===== config.mk =====
export PLATFORM = sky130hd
export DESIGN_NAME = frame_sync_rx
export DESIGN_NICKNAME = d
export VERILOG_FILES = /design/src/rtl/frame_rx_pkg.sv /design/src/rtl/fs_hunter.sv /design/src/rtl/fs_word_gate.sv /design/src/rtl/fs_btn_select.sv /design/src/rtl/frame_sync_rx.sv
export SDC_FILE = /design/constraint.sdc
export NUM_CORES = 1
export LEC_CHECK = 0
export ABC_AREA = 1
export BUFFER_PORTS_ARGS = -buffer_cell sky130_fd_sc_hd__buf_2
export CORE_ASPECT_RATIO = 1.5
export CORE_UTILIZATION = 52
export DETAILED_ROUTE_END_ITERATION = 7
export PLACE_DENSITY = 0.78
export SKIP_CTS_REPAIR_TIMING = 1
export SLEW_MARGIN = 40
export SYNTH_ARGS = -nofsm -noshare
export SYNTH_HDL_FRONTEND = slang
export SYNTH_SLANG_ARGS = --single-unit

===== constraint.sdc =====
create_clock -name clk -period 1.5 [get_ports clk]
set_input_delay 0.3 -clock clk [delete_from_list [all_inputs] [get_ports clk]]
set_output_delay 0.3 -clock clk [all_outputs]
set_load 0.005 [all_outputs]

===== src/rtl/frame_rx_pkg.sv =====
// Package: shared types and helpers for the frame sync receiver.
// Assumes words carry their identifier in the most significant bits.
package frame_rx_pkg;

    typedef enum logic {
        ST_HUNT    = 1'b0,
        ST_CAPTURE = 1'b1
    } hunt_state_e;

    // Identifier expected in sensor slot k (slots are numbered from 0).
    function automatic int unsigned slot_id(input int unsigned k);
        return k + 1;
    endfunction

endpackage


===== src/rtl/fs_hunter.sv =====
// Module: fs_hunter
// Hunts for the sync pattern in a sliding window of strobed bits, then
// shifts in one frame of FRAME_W bits. When the frame is complete it
// emits a one-cycle strobe together with the sensor part of the frame.
// Assumes rx_bit is meaningful only while rx_stb is high.
module fs_hunter
    import frame_rx_pkg::*;
#(
    parameter int          WORD_W  = 12,
    parameter int          FRAME_W = 48,
    parameter int          SENS_W  = 36,
    parameter logic [11:0] SYNC    = 12'h228
) (
    input  logic              clk,
    input  logic              rst_n,
    input  logic              rx_bit,
    input  logic              rx_stb,
    output logic              frame_stb,
    output logic [SENS_W-1:0] frame_data,
    output logic              capturing
);

    localparam int                CNT_W    = $clog2(FRAME_W);
    localparam logic [CNT_W-1:0]  LAST_BIT = CNT_W'(FRAME_W - 1);

    hunt_state_e         state;
    logic [WORD_W-2:0]   window;
    logic [FRAME_W-2:0]  cap;
    logic [CNT_W-1:0]    cnt;
    logic [WORD_W-1:0]   win_next;
    logic [FRAME_W-1:0]  cap_next;

    // Purpose: form the candidate window and shift value for this strobe.
    always_comb begin
        win_next = {window, rx_bit};
        cap_next = {cap, rx_bit};
    end

    // Purpose: hunt/capture sequencing with sync matching off during capture.
    always_ff @(posedge clk) begin
        if (!rst_n) begin
            state      <= ST_HUNT;
            window     <= '0;
            cap        <= '0;
            cnt        <= '0;
            frame_stb  <= 1'b0;
            frame_data <= '0;
        end else begin
            frame_stb <= 1'b0;
            if (rx_stb) begin
                case (state)
                    ST_HUNT: begin
                        if (win_next == WORD_W'(SYNC)) begin
                            state  <= ST_CAPTURE;
                            cnt    <= '0;
                            window <= '0;
                        end else begin
                            window <= win_next[WORD_W-2:0];
                        end
                    end
                    ST_CAPTURE: begin
                        cap <= cap_next[FRAME_W-2:0];
                        if (cnt == LAST_BIT) begin
                            state      <= ST_HUNT;
                            frame_stb  <= 1'b1;
                            frame_data <= cap_next[FRAME_W-1 -: SENS_W];
                        end else begin
                            cnt <= cnt + 1'b1;
                        end
                    end
                    default: state <= ST_HUNT;
                endcase
            end
        end
    end

    assign capturing = (state == ST_CAPTURE);

endmodule


===== src/rtl/fs_word_gate.sv =====
// Module: fs_word_gate
// Checks the identifier of each sensor word of a finished frame and
// loads only the words that pass into their holding buffers. It also
// records whether every sensor word of the frame passed.
// Assumes frame_data holds sensor slot 0 in its most significant word.
module fs_word_gate
    import frame_rx_pkg::*;
#(
    parameter int WORD_W     = 12,
    parameter int ID_W       = 4,
    parameter int NUM_SENSOR = 3
) (
    input  logic                         clk,
    input  logic                         rst_n,
    input  logic                         frame_stb,
    input  logic [NUM_SENSOR*WORD_W-1:0] frame_data,
    output logic [NUM_SENSOR*WORD_W-1:0] held_words,
    output logic                         frame_clean
);

    localparam int SENS_W = NUM_SENSOR * WORD_W;

    logic [NUM_SENSOR-1:0] id_ok;

    for (genvar k = 0; k < NUM_SENSOR; k++) begin : g_slot
        logic [WORD_W-1:0] slot_word;

        // Purpose: pick slot k out of the frame and compare its identifier.
        always_comb begin
            slot_word = frame_data[SENS_W-1-k*WORD_W -: WORD_W];
            id_ok[k]  = (slot_word[WORD_W-1 -: ID_W] == ID_W'(slot_id(k)));
        end

        // Purpose: load the buffer for slot k only when its word is valid.
        always_ff @(posedge clk) begin
            if (!rst_n) begin
                held_words[k*WORD_W +: WORD_W] <= '0;
            end else if (frame_stb && id_ok[k]) begin
                held_words[k*WORD_W +: WORD_W] <= slot_word;
            end
        end
    end

    // Purpose: record whether the whole frame was clean.
    always_ff @(posedge clk) begin
        if (!rst_n) begin
            frame_clean <= 1'b0;
        end else if (frame_stb) begin
            frame_clean <= &id_ok;
        end
    end

endmodule


===== src/rtl/fs_btn_select.sv =====
// Module: fs_btn_select
// Synchronises and debounces a push button, and steps a selection
// index on each debounced press. Releases are ignored.
// Assumes btn_raw is asynchronous and high while pressed.
module fs_btn_select #(
    parameter int DEBOUNCE_CYC = 16,
    parameter int NUM_SEL      = 2,
    parameter int SEL_W        = 1
) (
    input  logic             clk,
    input  logic             rst_n,
    input  logic             btn_raw,
    output logic [SEL_W-1:0] sel,
    output logic             btn_rise
);

    localparam int               DCNT_W  = $clog2(DEBOUNCE_CYC + 1);
    localparam logic [DCNT_W-1:0] DLIM   = DCNT_W'(DEBOUNCE_CYC - 1);
    localparam logic [SEL_W-1:0] SEL_TOP = SEL_W'(NUM_SEL - 1);

    logic              sync1, sync2;
    logic              stable, stable_q;
    logic [DCNT_W-1:0] dcnt;

    // Purpose: bring the button into the clock domain with two flops.
    always_ff @(posedge clk) begin
        if (!rst_n) begin
            sync1 <= 1'b0;
            sync2 <= 1'b0;
        end else begin
            sync1 <= btn_raw;
            sync2 <= sync1;
        end
    end

    // Purpose: accept a new level only after it has held DEBOUNCE_CYC cycles.
    always_ff @(posedge clk) begin
        if (!rst_n) begin
            stable   <= 1'b0;
            stable_q <= 1'b0;
            dcnt     <= '0;
        end else begin
            stable_q <= stable;
            if (sync2 == stable) begin
                dcnt <= '0;
            end else if (dcnt == DLIM) begin
                stable <= sync2;
                dcnt   <= '0;
            end else begin
                dcnt <= dcnt + 1'b1;
            end
        end
    end

    assign btn_rise = stable & ~stable_q;

    // Purpose: step the selection on each debounced press, wrapping at the end.
    always_ff @(posedge clk) begin
        if (!rst_n) begin
            sel <= '0;
        end else if (btn_rise) begin
            sel <= (sel == SEL_TOP) ? '0 : sel + 1'b1;
        end
    end

endmodule


===== src/rtl/frame_sync_rx.sv =====
// Module: frame_sync_rx (top)
// Frame sync receiver: finds the sync pattern in the strobed bit stream,
// captures the following words, keeps the sensor words whose identifiers
// are valid, and routes them to the LED and numeric-display outputs.
// Assumes one bit per rx_stb pulse, MSB first within each word.
module frame_sync_rx #(
    parameter int          WORD_W       = 12,
    parameter int          ID_W         = 4,
    parameter int          NUM_WORDS    = 4,
    parameter int          NUM_SENSOR   = 3,
    parameter logic [11:0] SYNC_PATTERN = 12'h228,
    parameter int          DEBOUNCE_CYC = 16
) (
    input  logic                         clk,
    input  logic                         rst_n,
    input  logic                         rx_bit,
    input  logic                         rx_stb,
    input  logic                         btn_raw,
    output logic [NUM_SENSOR*WORD_W-1:0] held_words,
    output logic [WORD_W-ID_W-1:0]       led_word,
    output logic [WORD_W-1:0]            disp_word,
    output logic [((NUM_SENSOR-1) > 1 ? $clog2(NUM_SENSOR-1) : 1)-1:0] disp_sel,
    output logic                         frame_clean
);

    localparam int FRAME_W = WORD_W * NUM_WORDS;
    localparam int SENS_W  = WORD_W * NUM_SENSOR;
    localparam int NUM_SEL = NUM_SENSOR - 1;
    localparam int SEL_W   = (NUM_SEL > 1) ? $clog2(NUM_SEL) : 1;

    logic              frame_stb;
    logic [SENS_W-1:0] frame_data;
    logic              capturing;
    logic              btn_rise;

    fs_hunter #(
        .WORD_W (WORD_W),
        .FRAME_W(FRAME_W),
        .SENS_W (SENS_W),
        .SYNC   (SYNC_PATTERN)
    ) u_hunter (
        .clk       (clk),
        .rst_n     (rst_n),
        .rx_bit    (rx_bit),
        .rx_stb    (rx_stb),
        .frame_stb (frame_stb),
        .frame_data(frame_data),
        .capturing (capturing)
    );

    fs_word_gate #(
        .WORD_W    (WORD_W),
        .ID_W      (ID_W),
        .NUM_SENSOR(NUM_SENSOR)
    ) u_gate (
        .clk        (clk),
        .rst_n      (rst_n),
        .frame_stb  (frame_stb),
        .frame_data (frame_data),
        .held_words (held_words),
        .frame_clean(frame_clean)
    );

    fs_btn_select #(
        .DEBOUNCE_CYC(DEBOUNCE_CYC),
        .NUM_SEL     (NUM_SEL),
        .SEL_W       (SEL_W)
    ) u_btn (
        .clk     (clk),
        .rst_n   (rst_n),
        .btn_raw (btn_raw),
        .sel     (disp_sel),
        .btn_rise(btn_rise)
    );

    // Purpose: route word 0's payload to the LEDs, and the chosen word to the display.
    always_comb begin
        led_word  = held_words[WORD_W-ID_W-1:0];
        disp_word = held_words[WORD_W*(int'(disp_sel) + 1) +: WORD_W];
    end

endmodule


# [Word-level counts from Yosys, hierarchy flattened]
# Index checks and enable logic that the tools add are counted.
# Widths: inputs -> output; s select.
[totals] regBits=149 inputBits=5 out_inout_bits=58 wordCells=56
[op_classes] addsub=4 multipliers=1 eq_ne=9 shifts=1 muxes=9 bitwise_logic=5 reduce_logical=11
[ops] op="$shiftx 36x7->12" count=1
[ops] op="$eq 12x10->1 const B" count=1
[ops] op="$mux 6" count=2
[ops] op="$pmux 6 s2" count=1
[ops] op="$reduce_and 3->1" count=4
[ops] op="$mux 11" count=1
[ops] op="$eq 4x2->1 const B" count=2
[ops] op="$add 6x1->6 const B" count=1
[ops] op="$eq 6x6->1 const B" count=1
[ops] op="$reduce_and 2->1" count=3
[ops] op="$add 5x1->5 const B" count=1
[ops] op="$eq 5x4->1 const B" count=1
[ops] op="$eq 4x1->1 const B" count=1
[ops] op="$mul 2x2->4 const A" count=1
[ops] op="$mux 1" count=4
[ops] op="$not 1->1" count=4
[ops] op="$logic_and 1x1->1" count=3
[ops] op="$reduce_or 3->1" count=1
[ops] op="$add 1x1->2 const B" count=1
[ops] op="$ne 2x1->1 const B" count=1
[ops] op="$ne 2x2->1 const B" count=1
[ops] op="$pmux 1 s2" count=1
[ops] op="$add 1x1->1 const B" count=1
[ops] op="$and 1x1->1" count=1
[ops] op="$eq 1x1->1" count=1

# [Logic depth before layout (Yosys ltp)]
[logic_depth] ltp_word=3 mapped_depth=9 depth_no_buf=9

# [Cells and area by module]
# From an unflattened synthesis, not the netlist that was laid out.
[unflattened] cells_unflattened=710 hier_area_um2=5791.8
[by_module_without_submodules] module="fs_hunter" instances=1 cells_each=451 area_each_um2=3776.1 seq_area_each_um2=2042.0
[by_module_without_submodules] module="fs_word_gate" instances=1 cells_each=166 area_each_um2=1417.6 seq_area_each_um2=740.7
[by_module_without_submodules] module="fs_btn_select" instances=1 cells_each=46 area_each_um2=380.4 seq_area_each_um2=200.2
[by_module_without_submodules] module="frame_sync_rx" instances=1 cells_each=47 area_each_um2=217.7 seq_area_each_um2=0.0

# [Worst setup path after synthesis]
# No wires, ideal clock.
[synth_path] path_kind="reg2reg" from="register u_hunter.cnt[0]" to="register u_hunter.frame_data[10]" setup_ns=0.115 arrival_ns=1.271 required_ns=1.385 slack_ns=0.114 path_stages_with_launch=9 n_path_buf=2 synth_period_minus_slack_ns=1.386 cell_sequence="dfxtp_1 -> ha_1 -> nand3_1 -> inv_1 -> nand4_4 -> buf_6 -> buf_2 -> nand3_1 -> o21ai_2"
[synth_between] elab_chain_len=2
[synth_rtl] element="start: declaration" line="fs_hunter.sv:29" rtl="logic [CNT_W-1:0] cnt;"
[synth_rtl] element="start signal: assignment" line="fs_hunter.sv:68" rtl="cnt <= cnt + 1'b1;"
[synth_rtl] element="$eq 6x6->1" line="fs_hunter.sv:63" rtl="if (cnt == LAST_BIT) begin"
[synth_rtl] element="$reduce_and 3->1 (no source line)"
[synth_rtl] element="end signal: assignment" line="fs_hunter.sv:66" rtl="frame_data <= cap_next[FRAME_W-1 -: SENS_W];"
[synth_rtl] element="end: declaration" line="fs_hunter.sv:19" rtl="output logic [SENS_W-1:0] frame_data,"
# No other way between the ends.
# A chain may end at the register's enable or synchronous reset.

# [Final worst setup path]
[layout_path] from="register u_btn.sel" to="output port disp_word[5]"
[layout_between] elab_chain_len=3
[layout_rtl] element="start: declaration" line="fs_btn_select.sv:13" rtl="output logic [SEL_W-1:0] sel,"
[layout_rtl] element="start signal: assignment" line="fs_btn_select.sv:62" rtl="sel <= (sel == SEL_TOP) ? '0 : sel + 1'b1;"
[layout_rtl] element="$add 1x1->2" line="frame_sync_rx.sv:79" rtl="disp_word = held_words[WORD_W*(int'(disp_sel) + 1) +: WORD_W];"
[layout_rtl] element="$mul 2x2->4" line="frame_sync_rx.sv:79"
[layout_rtl] element="$shiftx 36x7->12" line="frame_sync_rx.sv:79"
[layout_rtl] element="end: declaration" line="frame_sync_rx.sv:21" rtl="output logic [WORD_W-1:0] disp_word,"
# No other way between the ends.

==> impl_metrics.ini <==
[sta]
worstMarginPinSlew_ps = 409
rsz0062_at_grt = true
fin_hold_ws_ps = 74.5
finalHoldViolations = 0
fin_crit_sh = 1.04
fin_ws_ps = -53.1
fmax_mhz = 644
clock_skew_ps = 6.48
drv_slew = 0
setup_violations = 7
period_needed_ps = 1550
slew_headroom = 0.727

[yosys]
syn_nets = 696
synth-seq-cells = 149
synth.most_common_cell = dfxtp_1
synth_edf_count = 0
synthTopCellsByArea = dfxtp_1 54%, o21ai_0 9.0%, nor2_1 7.6%
synth_top_cells_by_count = 149 x dfxtp_1, 111 x nor2_1, 99 x o21ai_0
ys_warn_count = 0
yosys.area.top_type = dfxtp_1
yosysUniqueCellTypes = 28
synthArstFlopShare = 0
synth_top_area_share = 0.541
seq_area_frac_synth = 0.541
ys_dominant_reg_cell = dfxtp_1
syn-instance-count = 688
netlist_area_sq_um = 5520
syn_area_per_cell_sq_um = 8.02

[hold_path]
hold_start = btn_raw
hp-class = primary input to register
hold_end = u_btn.sync1
hold_depth = 3

[grt]
overflow = 0
antenna_found_initial = 0
grt_pass1_wl_microns = 19200
grt_pass1_vias = 4412
grt_max_degree = 69
track_usage = 0.223

[floorplan]
die_width_microns = 86.1
initial_core_util = 0.538
die_h_microns = 128
pin_count = 63
dieArea_sq_um = 11000
std_cell_rows = 45
core_sq_um = 10200

[cts]
numCtsBuffers = 17
cts_buffer_depth = 2
cts.clk_slew.worst_paths_ps = 60
clock_latency_ps = 420
htreeDepth = 4
clock-root-buffer = clkbuf_16
cts_tree = yes
clock-sinks = 149

[cells_and_area]
n_antenna_cell = 0
seq_area_sq_um = 2990
fill_cells = 822
layoutNonFillerInstCount = 898
multi_input_area_sq_um = 2060
nets = 753
drive_gt1_frac = 0.198
area_delta_synth_final_pct = 20.3

[pwr]
p_per_area_nw_per_um2 = 1260
power.total_mw = 8.38
p_leak_nw = 2.73
ir_worst_vdd_mv = 0.790

[setup_path]
cp.required_ps = 1200
end_kind = output port
path_class = register to output port
path_max_fanout = 7
r2r_slack_ps = 90
reg2reg_to = u_btn.dcnt[3]
critPathLaunchType = register
reg2regPathDepth = 8
cp_data_arrival_time_ps = 1250
r2r_start = u_btn.dcnt[0]

[detailed_routing]
drt_wl_total_microns = 11900
wl_per_cell_microns = 13.3
drc_errors = 0
initialDrtViolationCount = 288
ant_nets = 0
detail_route.first_pass.iterations = 6
via_count = 4635
via_per_inst = 5.16

[place]
gp_congestion = 0.820
dp_hpwl_microns = 7610
io_buffer_count = 62
dp.cells = 865

[flow_run]
maxCapViolations = 0

[status]
status = finished, violations left
violations = setup timing
logic make-up (layout without fill, tap and decap cells):
| logic type | after synthesis | count (layout) | synth area share |
|---|---|---|---|
| buffers and inverters | 119 | 188 | 0.0975 |
| and+or+nand+nor | 227 | 227 | 0.171 |
| DFF | 149 | 149 | 0.541 |
| adders and majority gates | 3 | 3 | 0.00680 |
| xor gates and xnor gates | 1 | 1 | 0.00159 |
| AOI/OAI and AO/OA | 189 | 189 | 0.182 |
metrics by stage:
stage                util  setup TNS, ps  worst slack, ps  instance area, sq um
floorplan               -              0              114                  5520
global placement    0.579              0             98.2                  5930
detailed placement  0.579              0             24.8                  5930
CTS                 0.636          -2330             -308                  6520
global route        0.648           -761            -99.8                  6640
finish              0.648           -164            -53.1                  6640
power by group:
group	switching (mW)	total (mW)	internal, mW
logic	0.118	0.176	0.0581
registers	0.0120	3.99	3.98
clock network	1.53	4.21	2.68
sequential cells by signal, indices dropped and copies added, names as in the netlist:
register and flops:
u_gate.frame_clean 1, u_gate.held_words 36, u_hunter.frame_stb 1, u_btn.stable 1
u_btn.stable_q 1, u_hunter.frame_data 36, u_btn.sync2 1, u_btn.sync1 1
u_hunter.window 11, u_btn.sel 1, u_hunter.cap 47, u_hunter.capturing 1
u_hunter.cnt 6, u_btn.dcnt 5
per-layer routing:
metal,global-route usage,vias up,wire length (microns)
met1,0.243,2152,4840
li1,-,2331,-
met5,0,-,0
met3,0.0599,33,491
met2,0.384,119,6250
met4,0.128,0,354
cell type report:
cell class	instances	share of cell area
clock buffer	22	0.0699
sequential	149	0.451
multi-input combinational	420	0.310
inverter	73	0.0417
tap	141	0.0266
clock inverter	9	0.0192
timing repair buffer	84	0.0816
worst max-delay path, stage by stage, from the launching register on:
cell	delay (ps)
dfxtp_4	380
clkbuf_16	170
o21ai_1	150
buf_2	130
cell usage in the layout (no fill, tap or decap), drive strengths merged:
master and count:
nor3 3, o211ai 1, bufinv 3, clkinv 3
nand2 72, clkbuf 23, nand4 2, nor3b 2
clkinvlp 3, ha 3, a21oi 63, a211oi 4
buf 83, inv 73, o21bai 1, o21a 1
nand3 37, o21ai 119, nor2 111, dfxtp 149
xor2 1
worst max path at each step:
stage	startpoint	end	cells after the start	slack, ps
after floorplan	u_hunter.cnt[0]	u_hunter.frame_data[10]	8	110
after global placement	u_hunter.cnt[1]	u_hunter.frame_data[3]	7	100
after detailed placement	u_hunter.cnt[1]	u_hunter.frame_data[2]	7	20
after CTS	u_btn.sel	disp_word[8]	3	-310
after global routing	u_btn.sel	disp_word[5]	4	-100
final	u_btn.sel	disp_word[5]	3	-50
Note: power is estimated with default switching activity, not from simulation.
